**config.mk**
```make
export PLATFORM = sky130hd
export DESIGN_NAME = sram_write_mon
export DESIGN_NICKNAME = d
export VERILOG_FILES = /design/src/rtl/sram_wmon_pkg.sv /design/src/rtl/swm_sat_counter.sv /design/src/rtl/swm_window_tracker.sv /design/src/rtl/swm_limit_judge.sv /design/src/rtl/sram_write_mon.sv
export SDC_FILE = /design/constraint.sdc
export NUM_CORES = 1
export LEC_CHECK = 0
export BUFFER_PORTS_ARGS = -buffer_cell sky130_fd_sc_hd__buf_2
export CAP_MARGIN = 20
export CORE_ASPECT_RATIO = 0.9
export CORE_UTILIZATION = 49
export DETAILED_ROUTE_END_ITERATION = 16
export GPL_TIMING_DRIVEN = 0
export PLACE_DENSITY_LB_ADDON = 0.25
export SLEW_MARGIN = 20
export SYNTH_ARGS = -nofsm -noshare
export SYNTH_HDL_FRONTEND = slang
export SYNTH_HIERARCHICAL = 1
export SYNTH_SLANG_ARGS = --single-unit
```
**constraint.sdc**
```tcl
create_clock -name clk -period 5.8 [get_ports clk]
set_clock_uncertainty 0.2 [all_clocks]
set_input_delay 0.87 -clock clk [delete_from_list [all_inputs] [get_ports clk]]
set_output_delay 0.87 -clock clk [all_outputs]
set_load 0.02 [all_outputs]
```
**src/rtl/sram_wmon_pkg.sv**
```systemverilog
// Shared types for the static RAM write-cycle monitor.
// Assumes nothing beyond a 3-bit violation code space.
package sram_wmon_pkg;
    typedef enum logic [2:0] {
        VC_NONE = 3'd0,
        VC_WP   = 3'd1,
        VC_CW   = 3'd2,
        VC_AS   = 3'd3,
        VC_WR1  = 3'd4,
        VC_WR2  = 3'd5
    } viol_code_e;
endpackage

```
**src/rtl/swm_sat_counter.sv**
```systemverilog
// Saturating up-counter with a load-to-one input.
// What it does: a load restarts the count at 1; otherwise inc adds one until all ones.
// Assumes: load has priority over inc; reset is synchronous and active low.
module swm_sat_counter #(
    parameter int W = 6
) (
    input  logic         clk,
    input  logic         rst_n,
    input  logic         load_i,
    input  logic         inc_i,
    output logic [W-1:0] q_o
);
    localparam logic [W-1:0] MAX = '1;
    localparam logic [W-1:0] ONE = W'(1);

    // Count samples since the last load, holding at MAX.
    always_ff @(posedge clk) begin
        if (!rst_n)
            q_o <= '0;
        else if (load_i)
            q_o <= ONE;
        else if (inc_i && (q_o != MAX))
            q_o <= q_o + ONE;
    end

    assert_counter_saturates_R10: assert property (@(posedge clk) disable iff (!rst_n)
        (q_o == MAX && inc_i && !load_i) |=> (q_o == MAX));
endmodule

```
**src/rtl/swm_window_tracker.sv**
```systemverilog
// Edge and window tracker for the monitored control pins.
// What it does: remembers last-sample pin values and derives the window start/end,
//   enable activation, address change, the ending cause and the high-impedance predictions.
// Assumes: pins are synchronous to clk.
module swm_window_tracker #(
    parameter int AW = 17
) (
    input  logic          clk,
    input  logic          rst_n,
    input  logic          ce1_n,
    input  logic          ce2,
    input  logic          we_n,
    input  logic [AW-1:0] addr,
    output logic          wr_now_o,
    output logic          start_o,
    output logic          stop_o,
    output logic          ce_now_o,
    output logic          ce_rise_o,
    output logic          addr_chg_o,
    output logic          end_by_ce2_o,
    output logic          lead_hiz_o,
    output logic          trail_hiz_o
);
    logic          ce1_n_q, ce2_q, we_n_q, wr_q, ce_q;
    logic [AW-1:0] addr_q;
    logic          ce1_rose, we_rose, ce2_fell;

    // Remember the previous sample of every pin and of the derived window state.
    always_ff @(posedge clk) begin
        if (!rst_n) begin
            ce1_n_q <= 1'b1;
            ce2_q   <= 1'b0;
            we_n_q  <= 1'b1;
            wr_q    <= 1'b0;
            ce_q    <= 1'b0;
            addr_q  <= '0;
        end else begin
            ce1_n_q <= ce1_n;
            ce2_q   <= ce2;
            we_n_q  <= we_n;
            wr_q    <= wr_now_o;
            ce_q    <= ce_now_o;
            addr_q  <= addr;
        end
    end

    // Derive window edges, the ending cause and the output-drive predictions.
    always_comb begin
        ce_now_o     = !ce1_n && ce2;
        wr_now_o     = ce_now_o && !we_n;
        start_o      = wr_now_o && !wr_q;
        stop_o       = !wr_now_o && wr_q;
        ce_rise_o    = ce_now_o && !ce_q;
        addr_chg_o   = (addr != addr_q);
        ce1_rose     = ce1_n && !ce1_n_q;
        we_rose      = we_n && !we_n_q;
        ce2_fell     = !ce2 && ce2_q;
        end_by_ce2_o = ce2_fell && !ce1_rose && !we_rose;
        lead_hiz_o   = start_o && !ce_q;
        trail_hiz_o  = stop_o && !ce_now_o;
    end

    assert_start_needs_all_active_R1: assert property (@(posedge clk) disable iff (!rst_n)
        start_o |-> (!ce1_n && ce2 && !we_n));
    assert_edges_exclusive_R2: assert property (@(posedge clk) disable iff (!rst_n)
        $onehot0({start_o, stop_o}));
endmodule

```
**src/rtl/swm_limit_judge.sv**
```systemverilog
// Compares measured sample counts against the minimum limits and picks one code.
// What it does: priority width > enable-to-end > setup > recovery 1 > recovery 2.
// Assumes: measured values are already zero-forced where an event coincides.
module swm_limit_judge
    import sram_wmon_pkg::*;
#(
    parameter int CNT_W   = 6,
    parameter int MIN_WP  = 4,
    parameter int MIN_CW  = 5,
    parameter int MIN_AS  = 2,
    parameter int MIN_WR1 = 2,
    parameter int MIN_WR2 = 3
) (
    input  logic             end_i,
    input  logic [CNT_W-1:0] wp_i,
    input  logic [CNT_W-1:0] cw_i,
    input  logic             start_i,
    input  logic [CNT_W-1:0] as_i,
    input  logic             rec_i,
    input  logic             rec_sel2_i,
    input  logic [CNT_W-1:0] rec_val_i,
    output viol_code_e       code_o
);
    localparam logic [CNT_W-1:0] LIM_WP  = CNT_W'(MIN_WP);
    localparam logic [CNT_W-1:0] LIM_CW  = CNT_W'(MIN_CW);
    localparam logic [CNT_W-1:0] LIM_AS  = CNT_W'(MIN_AS);
    localparam logic [CNT_W-1:0] LIM_WR1 = CNT_W'(MIN_WR1);
    localparam logic [CNT_W-1:0] LIM_WR2 = CNT_W'(MIN_WR2);

    // Pick the highest-priority failing limit for this sample.
    always_comb begin
        if (end_i && (wp_i < LIM_WP))
            code_o = VC_WP;
        else if (end_i && (cw_i < LIM_CW))
            code_o = VC_CW;
        else if (start_i && (as_i < LIM_AS))
            code_o = VC_AS;
        else if (rec_i && !rec_sel2_i && (rec_val_i < LIM_WR1))
            code_o = VC_WR1;
        else if (rec_i && rec_sel2_i && (rec_val_i < LIM_WR2))
            code_o = VC_WR2;
        else
            code_o = VC_NONE;
    end
endmodule

```
**src/rtl/sram_write_mon.sv**
```systemverilog
// Top of the static RAM write-cycle timing monitor.
// What it does: tracks the write window, measures width, enable-to-end, setup and
//   recovery in sample cycles, and reports registered flags and a violation code.
// Assumes: pins already synchronous to clk; synchronous active-low reset.
module sram_write_mon
    import sram_wmon_pkg::*;
#(
    parameter int AW      = 17,
    parameter int CNT_W   = 6,
    parameter int MIN_WP  = 4,
    parameter int MIN_CW  = 5,
    parameter int MIN_AS  = 2,
    parameter int MIN_WR1 = 2,
    parameter int MIN_WR2 = 3
) (
    input  logic          clk,
    input  logic          rst_n,
    input  logic          ce1_n,
    input  logic          ce2,
    input  logic          we_n,
    input  logic [AW-1:0] addr,
    output logic          wr_start,
    output logic          wr_end,
    output logic          hiz_lead,
    output logic          hiz_trail,
    output logic          viol,
    output logic [2:0]    viol_code
);
    localparam int NCNT = 4;
    localparam int IX_WP = 0, IX_CW = 1, IX_AS = 2, IX_RC = 3;

    logic wr_now, start, stop, ce_now, ce_rise, addr_chg, end_by_ce2, lead_hiz, trail_hiz;
    logic armed_q, sel2_q;
    logic [NCNT-1:0]  c_load, c_inc;
    logic [CNT_W-1:0] c_q [NCNT];
    logic [CNT_W-1:0] as_meas, rec_meas;
    logic             rec_chk, rec_sel2;
    viol_code_e       code_d, code_q;

    swm_window_tracker #(.AW(AW)) u_track (
        .clk(clk), .rst_n(rst_n), .ce1_n(ce1_n), .ce2(ce2), .we_n(we_n), .addr(addr),
        .wr_now_o(wr_now), .start_o(start), .stop_o(stop), .ce_now_o(ce_now),
        .ce_rise_o(ce_rise), .addr_chg_o(addr_chg), .end_by_ce2_o(end_by_ce2),
        .lead_hiz_o(lead_hiz), .trail_hiz_o(trail_hiz)
    );

    // Route each counter's restart and advance conditions.
    always_comb begin
        c_load[IX_WP] = start;    c_inc[IX_WP] = wr_now;
        c_load[IX_CW] = ce_rise;  c_inc[IX_CW] = ce_now;
        c_load[IX_AS] = addr_chg; c_inc[IX_AS] = 1'b1;
        c_load[IX_RC] = stop;     c_inc[IX_RC] = armed_q;
    end

    for (genvar g = 0; g < NCNT; g++) begin : g_cnt
        swm_sat_counter #(.W(CNT_W)) u_cnt (
            .clk(clk), .rst_n(rst_n), .load_i(c_load[g]), .inc_i(c_inc[g]), .q_o(c_q[g])
        );
    end

    // Keep the pending recovery check and its limit selection.
    always_ff @(posedge clk) begin
        if (!rst_n) begin
            armed_q <= 1'b0;
            sel2_q  <= 1'b0;
        end else begin
            if (stop) begin
                armed_q <= !addr_chg;
                sel2_q  <= end_by_ce2;
            end else if (addr_chg || start) begin
                armed_q <= 1'b0;
            end
        end
    end

    // Form the measured values for events that coincide with a counter restart.
    always_comb begin
        as_meas  = addr_chg ? '0 : c_q[IX_AS];
        rec_chk  = addr_chg && (stop || armed_q);
        rec_meas = stop ? '0 : c_q[IX_RC];
        rec_sel2 = stop ? end_by_ce2 : sel2_q;
    end

    swm_limit_judge #(
        .CNT_W(CNT_W), .MIN_WP(MIN_WP), .MIN_CW(MIN_CW), .MIN_AS(MIN_AS),
        .MIN_WR1(MIN_WR1), .MIN_WR2(MIN_WR2)
    ) u_judge (
        .end_i(stop), .wp_i(c_q[IX_WP]), .cw_i(c_q[IX_CW]),
        .start_i(start), .as_i(as_meas),
        .rec_i(rec_chk), .rec_sel2_i(rec_sel2), .rec_val_i(rec_meas),
        .code_o(code_d)
    );

    // Register every reported output one clock after the sample.
    always_ff @(posedge clk) begin
        if (!rst_n) begin
            wr_start  <= 1'b0;
            wr_end    <= 1'b0;
            hiz_lead  <= 1'b0;
            hiz_trail <= 1'b0;
            viol      <= 1'b0;
            code_q    <= VC_NONE;
        end else begin
            wr_start  <= start;
            wr_end    <= stop;
            hiz_lead  <= lead_hiz;
            hiz_trail <= trail_hiz;
            viol      <= (code_d != VC_NONE);
            code_q    <= code_d;
        end
    end

    assign viol_code = code_q;

    assert_start_not_repeated_R1: assert property (@(posedge clk) disable iff (!rst_n)
        wr_start |=> !wr_start);
    assert_lead_with_start_R7: assert property (@(posedge clk) disable iff (!rst_n)
        hiz_lead |-> wr_start);
    assert_trail_with_end_R8: assert property (@(posedge clk) disable iff (!rst_n)
        hiz_trail |-> wr_end);
    assert_viol_has_code_R9: assert property (@(posedge clk) disable iff (!rst_n)
        viol |-> (viol_code != 3'd0));
    assert_reset_quiet_R11: assert property (@(posedge clk)
        !rst_n |=> (!viol && !wr_start && !wr_end));
endmodule

```
==> reports/metrics.cfg <==
[finish]
final_cells=380
antenna_cells=0
drive_gt1_frac=0.187
utilization=0.586
syn2layout_area_growth_pct=13.2
fin_area_um2=2890
final_nets=340

[route]
drt_iter0_markers=100
final_antenna_net_count=0
wl_per_cell_um=11.5
vias=2002
drc_errors=0
first_pass_iters=4
drt_wl_total_um=4390
viasPerCell=5.27

[grt]
grt_pass1_wl_um=7460
grt_use_total=0.169
antenna_found_initial=0
gr-total-overflow=0
grt_pass1_vias=1760
grt_max_degree=25

[setup_path]
worstPathArrival_ps=3320
worst-path-buf-inv=3
crit_fanout=10
worstPathCellList=buf_2 -> inv_1 -> nand2_1 -> nor2_1 -> nor2b_1 -> buf_6 -> and2b_2 -> nor4_2 -> nand2_1 -> a2111oi_2 -> and2_1
cp-start-kind=primary input
end_kind=flip-flop
worstPathRequired_ps=5850
cpMostUsedCell=nand2_1
max_stage_delay_ps=540
cpLargestDelayFamily=simple AND/OR/NAND/NOR gates
critical_path.slowest_cell=nor2b_1
critPathKind=in2reg

[sta]
rsz0062_at_grt=false
setup_slack_ps=2530
max_freq_mhz=306
finalCritPeriodShare=0.564
period_minus_slack_ps=3270
hold_viol_final=0
drv_slew=0
fin_setup_tns_ps=0
max_slew_margin=0.455
setup_violations=0
tightestPinTransition_ps=811

[clock_network]
clockRootBuffer=clkbuf_8
tritoncts.num_buffers=5
cts_buffer_depth=2
cts_tree=yes
h-tree-depth=2
cts_resized=0
path_clk_slew_ps=90
cts_hold_buf=0
clock-sinks=56
worstSkewPairLatency_ps=300
postCtsSetupBuffers=0

[synthesis]
syn_area_um2=2550
synth_area_per_cell_um2=9.34
synthCells=273
ys.warnings.count=6

[placement]
dpl_cell_area_um2=2800
portBuffers=29
dp.cells=372
hpwl_um=3220
gp_congestion=0.812
post-place-ws_ps=2210

[power]
power.density_nw_per_um2=233
p_leak_nw=1.17
peakVddDrop_mv=0.135

[floorplan]
dieArea_um2=5500
row_count=24
io_pins=30
fp.dieH_um=70.4
initial_utilization=0.518
coreArea_um2=4920
die_w_um=78.0

[run]
drv_cap=0

[min_path]
hp-class=reg2reg

[status]
status=completed

[final timing paths]
kind                                       startpoint               endpoint  slack (ps)  cells after the start
worst max-delay path                            ce1_n           viol_code[2]        2530                     11
worst min-delay path            g_cnt[0].u_cnt/q_o[1]  g_cnt[0].u_cnt/q_o[1]         290                      2
worst max register to register           u_track/wr_q           viol_code[2]        3210                      7
worst min register to register  g_cnt[0].u_cnt/q_o[1]  g_cnt[0].u_cnt/q_o[1]         290                      2
[report_power, final]
group	internal, mW	switching [mW]
clock network	0.0956	0.119
logic	0.0266	0.0283
registers	0.396	0.00615
[sequential cells by signal (all words and copies together) (netlist names)]
name             flops
u_track/addr_q      17
u_track/ce2_q        1
u_track/ce_q         1
wr_end               1
hiz_lead             1
u_track/ce1_n_q      1
viol                 1
u_track/wr_q         1
sel2_q               1
g_cnt.u_cnt/q_o     24
armed_q              1
viol_code            3
wr_start             1
u_track/we_n_q       1
hiz_trail            1
[layout make-up]
| class | count | area [µm²] |
|---|---|---|
| repair buffers | 29 | 145 |
| fillers | 461 | 2040 |
| multi-input cells | 211 | 1400 |
| clock inverters | 2 | 10.0 |
| clock buffers | 6 | 82.6 |
| plain buffers | 3 | 21.3 |
| well taps | 65 | 81.3 |
| inverters | 8 | 30.0 |
| flip-flops and latches | 56 | 1120 |
[worst min-delay path: stages (launching register included)]
cell and delay [ps]:
dfxtp_1 330, nand2_1 60, mux2i_1 60
[through the flow]
step	hold slack, ps	power (mW)
after global placement	268	0.466
after detailed placement	285	0.467
final	292	0.672
after CTS	299	0.680
after floorplan	255	0.446
after global routing	319	0.700
[layer usage]
layer	global-route usage	routed length [µm]	vias to the layer above
met5	0	0	-
met4	0.0556	37	0
met3	0.0327	163	4
met2	0.265	1890	25
met1	0.232	2300	929
li1	-	-	1044
[cells in the final DEF (no fill, tap or decap), types with 7 or more instances in the layout]
cell type and n:
and2_1 29, a31oi_1 12, inv_1 8, nand2_1 23
buf_2 30, nand2b_1 7, nor2b_1 12, xnor2_1 13
o21ai_0 14, dfxtp_1 56, a211oi_1 8, nand4_1 7
nor2_1 10, o31ai_1 8, nor4_1 7
No activity file was read; power rests on OpenSTA's default activity.
